<file path="src/rtl/uart_rf_pkg.sv">
package uart_rf_pkg;
    localparam logic [2:0] A_DATA = 3'd0;
    localparam logic [2:0] A_IER  = 3'd1;
    localparam logic [2:0] A_IIR  = 3'd2;
    localparam logic [2:0] A_LCR  = 3'd3;
    localparam logic [2:0] A_MCR  = 3'd4;
    localparam logic [2:0] A_LSR  = 3'd5;
    localparam logic [2:0] A_MSR  = 3'd6;
    localparam logic [2:0] A_SCR  = 3'd7;

    localparam logic [7:0] IIR_NONE = 8'h01;
    localparam logic [7:0] IIR_TXE  = 8'h02;
    localparam logic [7:0] IIR_RXD  = 8'h04;
    localparam logic [7:0] MSR_IDLE = 8'hB0;

    typedef enum logic [1:0] {
        TX_EMPTY,
        TX_WAIT_LINE,
        TX_LOOPBACK
    } tx_state_e;
endpackage

</file>
<file path="src/rtl/uart_rf_txctl.sv">
module uart_rf_txctl
    import uart_rf_pkg::*;
#(
    parameter int DATA_W = 8
) (
    input  logic              clk,
    input  logic              rst_n,
    input  logic              thr_wr,
    input  logic              loop_en,
    input  logic [DATA_W-1:0] wdata,
    input  logic              ier_wr,
    input  logic              iir_txe_rd,
    input  logic              tx_done,
    output logic              tx_strobe,
    output logic [DATA_W-1:0] tx_data,
    output logic              thre,
    output logic              thr_pend
);
    tx_state_e state_q, state_d;
    logic      finish;

    always_ff @(posedge clk or negedge rst_n) begin
        if (!rst_n) state_q <= TX_EMPTY;
        else        state_q <= state_d;
    end

    always_comb begin
        state_d = state_q;
        finish  = 1'b0;
        unique case (state_q)
            TX_EMPTY: begin
                if (thr_wr) state_d = loop_en ? TX_LOOPBACK : TX_WAIT_LINE;
            end
            TX_WAIT_LINE: begin
                if (thr_wr)       state_d = loop_en ? TX_LOOPBACK : TX_WAIT_LINE;
                else if (tx_done) begin
                    state_d = TX_EMPTY;
                    finish  = 1'b1;
                end
            end
            TX_LOOPBACK: begin
                if (thr_wr) state_d = loop_en ? TX_LOOPBACK : TX_WAIT_LINE;
                else begin
                    state_d = TX_EMPTY;
                    finish  = 1'b1;
                end
            end
            default: state_d = TX_EMPTY;
        endcase
    end

    assign thre = (state_q == TX_EMPTY);

    always_ff @(posedge clk or negedge rst_n) begin
        if (!rst_n) begin
            tx_strobe <= 1'b0;
            tx_data   <= '0;
            thr_pend  <= 1'b0;
        end else begin
            tx_strobe <= thr_wr && !loop_en;
            if (thr_wr && !loop_en) tx_data <= wdata;
            if (thr_wr)                 thr_pend <= 1'b0;
            else if (finish)            thr_pend <= 1'b1;
            else if (ier_wr && thre)    thr_pend <= 1'b1;
            else if (iir_txe_rd)        thr_pend <= 1'b0;
        end
    end
endmodule

</file>
<file path="src/rtl/uart_rf_rxbuf.sv">
module uart_rf_rxbuf #(
    parameter int DATA_W = 8
) (
    input  logic              clk,
    input  logic              rst_n,
    input  logic              loop_en,
    input  logic              lb_valid,
    input  logic [DATA_W-1:0] lb_data,
    input  logic              rx_valid,
    input  logic              rx_break,
    input  logic [DATA_W-1:0] rx_data,
    input  logic              rbr_rd,
    output logic [DATA_W-1:0] rbr,
    output logic              dr,
    output logic              bi
);
    logic line_ok;
    assign line_ok = !loop_en && !dr;

    always_ff @(posedge clk or negedge rst_n) begin
        if (!rst_n) begin
            rbr <= '0;
            dr  <= 1'b0;
            bi  <= 1'b0;
        end else if (lb_valid) begin
            rbr <= lb_data;
            dr  <= 1'b1;
            bi  <= 1'b0;
        end else if (line_ok && rx_break) begin
            rbr <= '0;
            dr  <= 1'b1;
            bi  <= 1'b1;
        end else if (line_ok && rx_valid) begin
            rbr <= rx_data;
            dr  <= 1'b1;
        end else if (rbr_rd) begin
            dr <= 1'b0;
            bi <= 1'b0;
        end
    end
endmodule

</file>
<file path="src/rtl/uart_regfile.sv">
module uart_regfile
    import uart_rf_pkg::*;
#(
    parameter int DATA_W = 8,
    parameter int BASE_BITS = 5
) (
    input  logic              clk,
    input  logic              rst_n,
    input  logic [2:0]        bus_addr,
    input  logic              bus_wr,
    input  logic              bus_rd,
    input  logic [DATA_W-1:0] bus_wdata,
    output logic [DATA_W-1:0] bus_rdata,
    output logic              irq,
    output logic [DATA_W-1:0] tx_data,
    output logic              tx_strobe,
    input  logic              tx_done,
    input  logic [DATA_W-1:0] rx_data,
    input  logic              rx_valid,
    input  logic              rx_break,
    output logic [2*DATA_W-1:0] divisor,
    output logic [3:0]        char_bits,
    output logic              break_out
);
    localparam int DIV_W = 2 * DATA_W;

    logic [DATA_W-1:0] lcr_q, scr_q, rbr;
    logic [3:0]        ier_q;
    logic [4:0]        mcr_q;
    logic [DIV_W-1:0]  div_q;
    logic              dlab, loop_en, thre, thr_pend, dr, bi;
    logic              thr_wr, ier_wr, rbr_rd, iir_txe_rd;
    logic [DATA_W-1:0] iir, lsr, msr;

    assign dlab    = lcr_q[7];
    assign loop_en = mcr_q[4];

    assign thr_wr     = bus_wr && bus_addr == A_DATA && !dlab;
    assign ier_wr     = bus_wr && bus_addr == A_IER  && !dlab;
    assign rbr_rd     = bus_rd && bus_addr == A_DATA && !dlab;
    assign iir_txe_rd = bus_rd && bus_addr == A_IIR  && iir[2:0] == IIR_TXE[2:0];

    uart_rf_txctl #(.DATA_W(DATA_W)) txctl_i (
        .clk(clk), .rst_n(rst_n), .thr_wr(thr_wr), .loop_en(loop_en),
        .wdata(bus_wdata), .ier_wr(ier_wr), .iir_txe_rd(iir_txe_rd),
        .tx_done(tx_done), .tx_strobe(tx_strobe), .tx_data(tx_data),
        .thre(thre), .thr_pend(thr_pend)
    );

    uart_rf_rxbuf #(.DATA_W(DATA_W)) rxbuf_i (
        .clk(clk), .rst_n(rst_n), .loop_en(loop_en),
        .lb_valid(thr_wr && loop_en), .lb_data(bus_wdata),
        .rx_valid(rx_valid), .rx_break(rx_break), .rx_data(rx_data),
        .rbr_rd(rbr_rd), .rbr(rbr), .dr(dr), .bi(bi)
    );

    always_ff @(posedge clk or negedge rst_n) begin
        if (!rst_n) begin
            lcr_q <= '0;
            scr_q <= '0;
            ier_q <= '0;
            mcr_q <= '0;
            div_q <= '0;
        end else if (bus_wr) begin
            unique case (bus_addr)
                A_DATA: if (dlab) div_q[DATA_W-1:0] <= bus_wdata;
                A_IER: begin
                    if (dlab) div_q[DIV_W-1:DATA_W] <= bus_wdata;
                    else      ier_q <= bus_wdata[3:0];
                end
                A_LCR: lcr_q <= bus_wdata;
                A_MCR: mcr_q <= bus_wdata[4:0];
                A_SCR: scr_q <= bus_wdata;
                default: ;
            endcase
        end
    end

    always_comb begin
        if (dr && ier_q[0])            iir = IIR_RXD;
        else if (thr_pend && ier_q[1]) iir = IIR_TXE;
        else                           iir = IIR_NONE;
    end

    assign irq = (iir != IIR_NONE);
    assign lsr = {1'b0, thre, thre, bi, 3'b000, dr};
    assign msr = loop_en ? {mcr_q[3], mcr_q[2], mcr_q[0], mcr_q[1], 4'b0000} : MSR_IDLE;

    always_comb begin
        unique case (bus_addr)
            A_DATA:  bus_rdata = dlab ? div_q[DATA_W-1:0] : rbr;
            A_IER:   bus_rdata = dlab ? div_q[DIV_W-1:DATA_W] : {4'b0000, ier_q};
            A_IIR:   bus_rdata = iir;
            A_LCR:   bus_rdata = lcr_q;
            A_MCR:   bus_rdata = {3'b000, mcr_q};
            A_LSR:   bus_rdata = lsr;
            A_MSR:   bus_rdata = msr;
            default: bus_rdata = scr_q;
        endcase
    end

    assign divisor   = div_q;
    assign char_bits = 4'(lcr_q[1:0]) + 4'(BASE_BITS);
    assign break_out = lcr_q[6];
endmodule

</file>
<file path="config.mk">
export PLATFORM = sky130hd
export DESIGN_NAME = uart_regfile
export DESIGN_NICKNAME = d
export VERILOG_FILES = /design/src/rtl/uart_rf_pkg.sv /design/src/rtl/uart_rf_txctl.sv /design/src/rtl/uart_rf_rxbuf.sv /design/src/rtl/uart_regfile.sv
export SDC_FILE = /design/constraint.sdc
export NUM_CORES = 1
export LEC_CHECK = 0
export BUFFER_PORTS_ARGS = -buffer_cell sky130_fd_sc_hd__buf_4
export CORE_UTILIZATION = 50
export CTS_CLUSTER_DIAMETER = 120
export DETAILED_ROUTE_END_ITERATION = 6
export PLACE_DENSITY = 0.76
export SLEW_MARGIN = 20
export SYNTH_ARGS = -nofsm -noshare
export SYNTH_HDL_FRONTEND = slang
export SYNTH_SLANG_ARGS = --single-unit
</file>
<file path="constraint.sdc">
create_clock -name clk -period 1.43 [get_ports clk]
set_clock_uncertainty 0.05 [all_clocks]
set_input_delay 0.0715 -clock clk [delete_from_list [all_inputs] [get_ports clk]]
set_output_delay 0.0715 -clock clk [all_outputs]
set_load 0.03 [all_outputs]
</file>
==> flow_metrics.py <==
metrics = {
    "sta": {
        "worst_pin_slew_ps": 550,
        "min_period_ps": 1920,
        "timing.final.ws_setup_ps": -492,
        "setup_viol_count_final": 42,
        "hold_viol": 0,
        "rsz0062_at_grt": "true",
        "relSlewSlack_pct": 63.3,
        "whs_ps": 28.0,
        "drv_slew": 0,
        "period_share_pct": 134,
        "clock.fmax_mhz": 520,
    },
    "worst_hold_path": {
        "min_to": "rxbuf_i.rbr[4]",
        "hp-start": "rx_data[4]",
        "hold_class": "input pin to flip-flop",
        "hold_depth": 3,
    },
    "final_layout": {
        "syn_to_final_growth_pct": 41.8,
        "finalCoreUtilization_pct": 73.4,
        "fin_nets": 430,
        "fillers": 449,
        "stdcell_count": 481,
        "drive_gt1_share_pct": 51.7,
        "antenna_cells": 0,
    },
    "routing": {
        "num_vias": 2712,
        "vias_per_cell": 5.64,
        "wl_per_cell_um": 18.2,
        "drt_pass1_iterations": 5,
        "drtAntennaViolNets": 0,
        "drt_iter0_markers": 139,
        "route.detailed.drc": 0,
        "drt-total-wl_um": 8780,
    },
    "floorplanning": {
        "initial_core_util_pct": 51.7,
        "die_y_um": 82.8,
        "die_w_um": 82.8,
        "dieArea_mm2": 0.00686,
        "core_area_mm2": 0.00631,
        "num_rows": 29,
        "ios": 65,
    },
    "logic_synthesis": {
        "yosys.area.top_type": "dfrtp_1",
        "post_synth_instance_area_mm2": 0.00327,
        "synth_ff_type": "dfrtp_1",
        "yosysWarnings": 0,
        "synth-seq-area-share_pct": 48.3,
        "synth.area.top_cells": "dfrtp_1, mux2_2, mux2i_1",
        "synth_edf_count": 0,
        "syn_inst": 282,
        "syn-num-nets": 313,
        "yosys.area.top_type_share_pct": 48.3,
        "yosysMostFrequentCell": "dfrtp_1",
        "syn_area_per_cell_um2": 11.6,
        "synth_cell_type_count": 44,
        "synth_common_cells": "dfrtp_1, mux2_2, nand2_1",
        "synthArstFlopShare_pct": 100,
        "synth.ff_latch_count": 63,
    },
    "global_routing": {
        "grt_overflow": 0,
        "antenna_found_initial": 0,
        "track_usage_pct": 26.6,
        "grt_pass1_vias": 2750,
        "grt_max_degree": 41,
        "grt_pass1_wl_um": 14200,
    },
    "place": {
        "dp.cells": 443,
        "pre_cts_ws_ps": -255,
        "hpwl_um": 5930,
        "routabilityCongestion": 0.869,
        "io_buffers": 64,
    },
    "worst_setup_path": {
        "slowest_delay_ps": 480,
        "cp_data_arrival_time_ps": 1800,
        "rr_startpoint": "lcr_q[7]",
        "path_buf_inv": 2,
        "crit_path_top_delay_cell": "dfrtp_2",
        "path_cells": "buf_4 -> nor2b_2 -> a211oi_1 -> a211o_1 -> a31oi_4 -> buf_6",
        "r2r_end": "ier_q[1]",
        "crit_type": "flip-flop to primary output",
        "endpoint_kind": "primary output",
        "reg2reg_setup_slack_ps": -390,
        "start_kind": "flip-flop",
        "worstSetupPathDepth": 6,
        "ff2ff_path_depth": 6,
        "crit_family": "compound AO/OA/AOI/OAI gates",
        "worst_ep_required_time_ps": 1310,
        "path_max_fanout": 8,
    },
    "clock_network": {
        "clk_latency_ps": 340,
        "cts_root_buffer": "clkbuf_8",
        "cts_buffer_depth": 2,
        "cts_tree": "yes",
        "numCtsBuffers": 9,
        "cts.sinks": 63,
        "htree_levels": 3,
        "clkTransAtPathRegs_ps": 70,
    },
    "pwr": {
        "pwr-share-seq_pct": 36.4,
        "peakVddDrop_uv": 1220,
        "p_sw_mw": 2.94,
        "powerDensity_mw_per_mm2": 1650,
        "p_comb_share_pct": 43.2,
        "power.total_mw": 7.66,
        "pwr-share-clk_pct": 20.4,
        "internal_power_mw": 4.72,
        "switching_share_pct": 38.4,
        "p_leak_nw": 2.11,
    },
    "flow_run": {
        "max_cap_viol_count": 0,
    },
    "status": {
        "status": "finished, violations left",
        "failed_checks": "negative setup slack",
    },
}
-- logic make-up (layout without fill, tap and decap cells) --
family / count (synthesis) / count (layout) / share of synthesized area [%]
multiplexers: 72 / 72 / 24.5
flip-flops: 63 / 63 / 48.3
AND/OR/NAND/NOR: 62 / 62 / 10.3
AO/OA/AOI/OAI: 55 / 55 / 10.7
buffers and inverters: 25 / 147 / 4.37
adder cells (fa/ha/maj): 5 / 5 / 1.91
-- power by group through the flow --
stage | sequential [mW] | clock, mW | combinational [mW]
CTS | 2.78 | 1.57 | 3.18
detailed placement | 2.80 | 0 | 3.04
floorplan | 3.14 | 0 | 1.48
global route | 2.85 | 1.65 | 3.53
finish | 2.79 | 1.56 | 3.31
global placement | 2.80 | 0 | 2.96
-- layout by cell type (no fill, tap or decap), types with 7 or more instances in the layout --
cell and instances:
mux2_2 53, mux2i_1 18, buf_6 10, dfrtp_1 62
o21ai_0 13, buf_4 92, inv_1 7, nand2_1 23
nor2_1 8, clkbuf_8 9, dlygate4sd3_1 16
-- final cells by class --
type | instances | area [um^2] | area share, %
multi-input combinational | 194 | 1670 | 36.0
sequential | 63 | 1580 | 34.1
timing repair buffer | 123 | 1060 | 23.0
clock buffer | 9 | 124 | 2.67
tap | 77 | 96.3 | 2.08
clock inverter | 7 | 71.3 | 1.54
inverter | 8 | 30.0 | 0.648
-- metal layers --
layer  GRT usage [%]  share of wire [%]  vias to the layer above  routed length, um
met5               0                  0                        -                  0
met4            8.46                1.7                        0                146
met3            6.06                5.1                       13                444
met2            44.9                 50                       81               4400
met1            34.1                 43                     1354               3790
li1                -                  -                     1264                  -
-- worst max-delay path by stage --
stage / from / slack [ps] / end
detailed placement: lcr_q[7] / -250 / ier_q[1]
floorplan: lcr_q[7] / -40 / bus_rdata[2]
CTS: lcr_q[7] / -450 / bus_rdata[0]
global route: lcr_q[7] / -540 / bus_rdata[4]
global placement: lcr_q[7] / -220 / ier_q[0]
finish: lcr_q[7] / -490 / bus_rdata[0]
-- registers in the layout, indices dropped and copies added, names as in the netlist --
name and flops:
divisor 16, ier_q 4, lcr_q 8, mcr_q 5
rxbuf_i.bi 1, rxbuf_i.dr 1, rxbuf_i.rbr 8, scr_q 8
txctl_i.state_q 2, txctl_i.thr_pend 1, txctl_i.tx_data 8, txctl_i.tx_strobe 1
-- per-stage QoR --
stage	area, um^2	TNS, ps
2_1_floorplan	3310	-92.2
3_3_place_gp	4100	-4720
3_5_place_dp	4100	-6660
4_1_cts	4560	-7610
5_1_grt	4630	-12220
6_report	4630	-9810
-- tightest hold or removal path: stages --
cell     delay, ps
buf_4           80
mux2i_1         60
o21ai_0        170
-- what timing repair did --
action | in CTS | in global routing
endpoints found under the hold margin | 79 | 0
setup buffers | 3 | 3
pin swaps | 5 | 7
endpoints found under the setup margin | 50 | 50
hold buffers | 16 | 0
gates resized for setup | 23 | 12
Power figures use the tool's default switching activity.
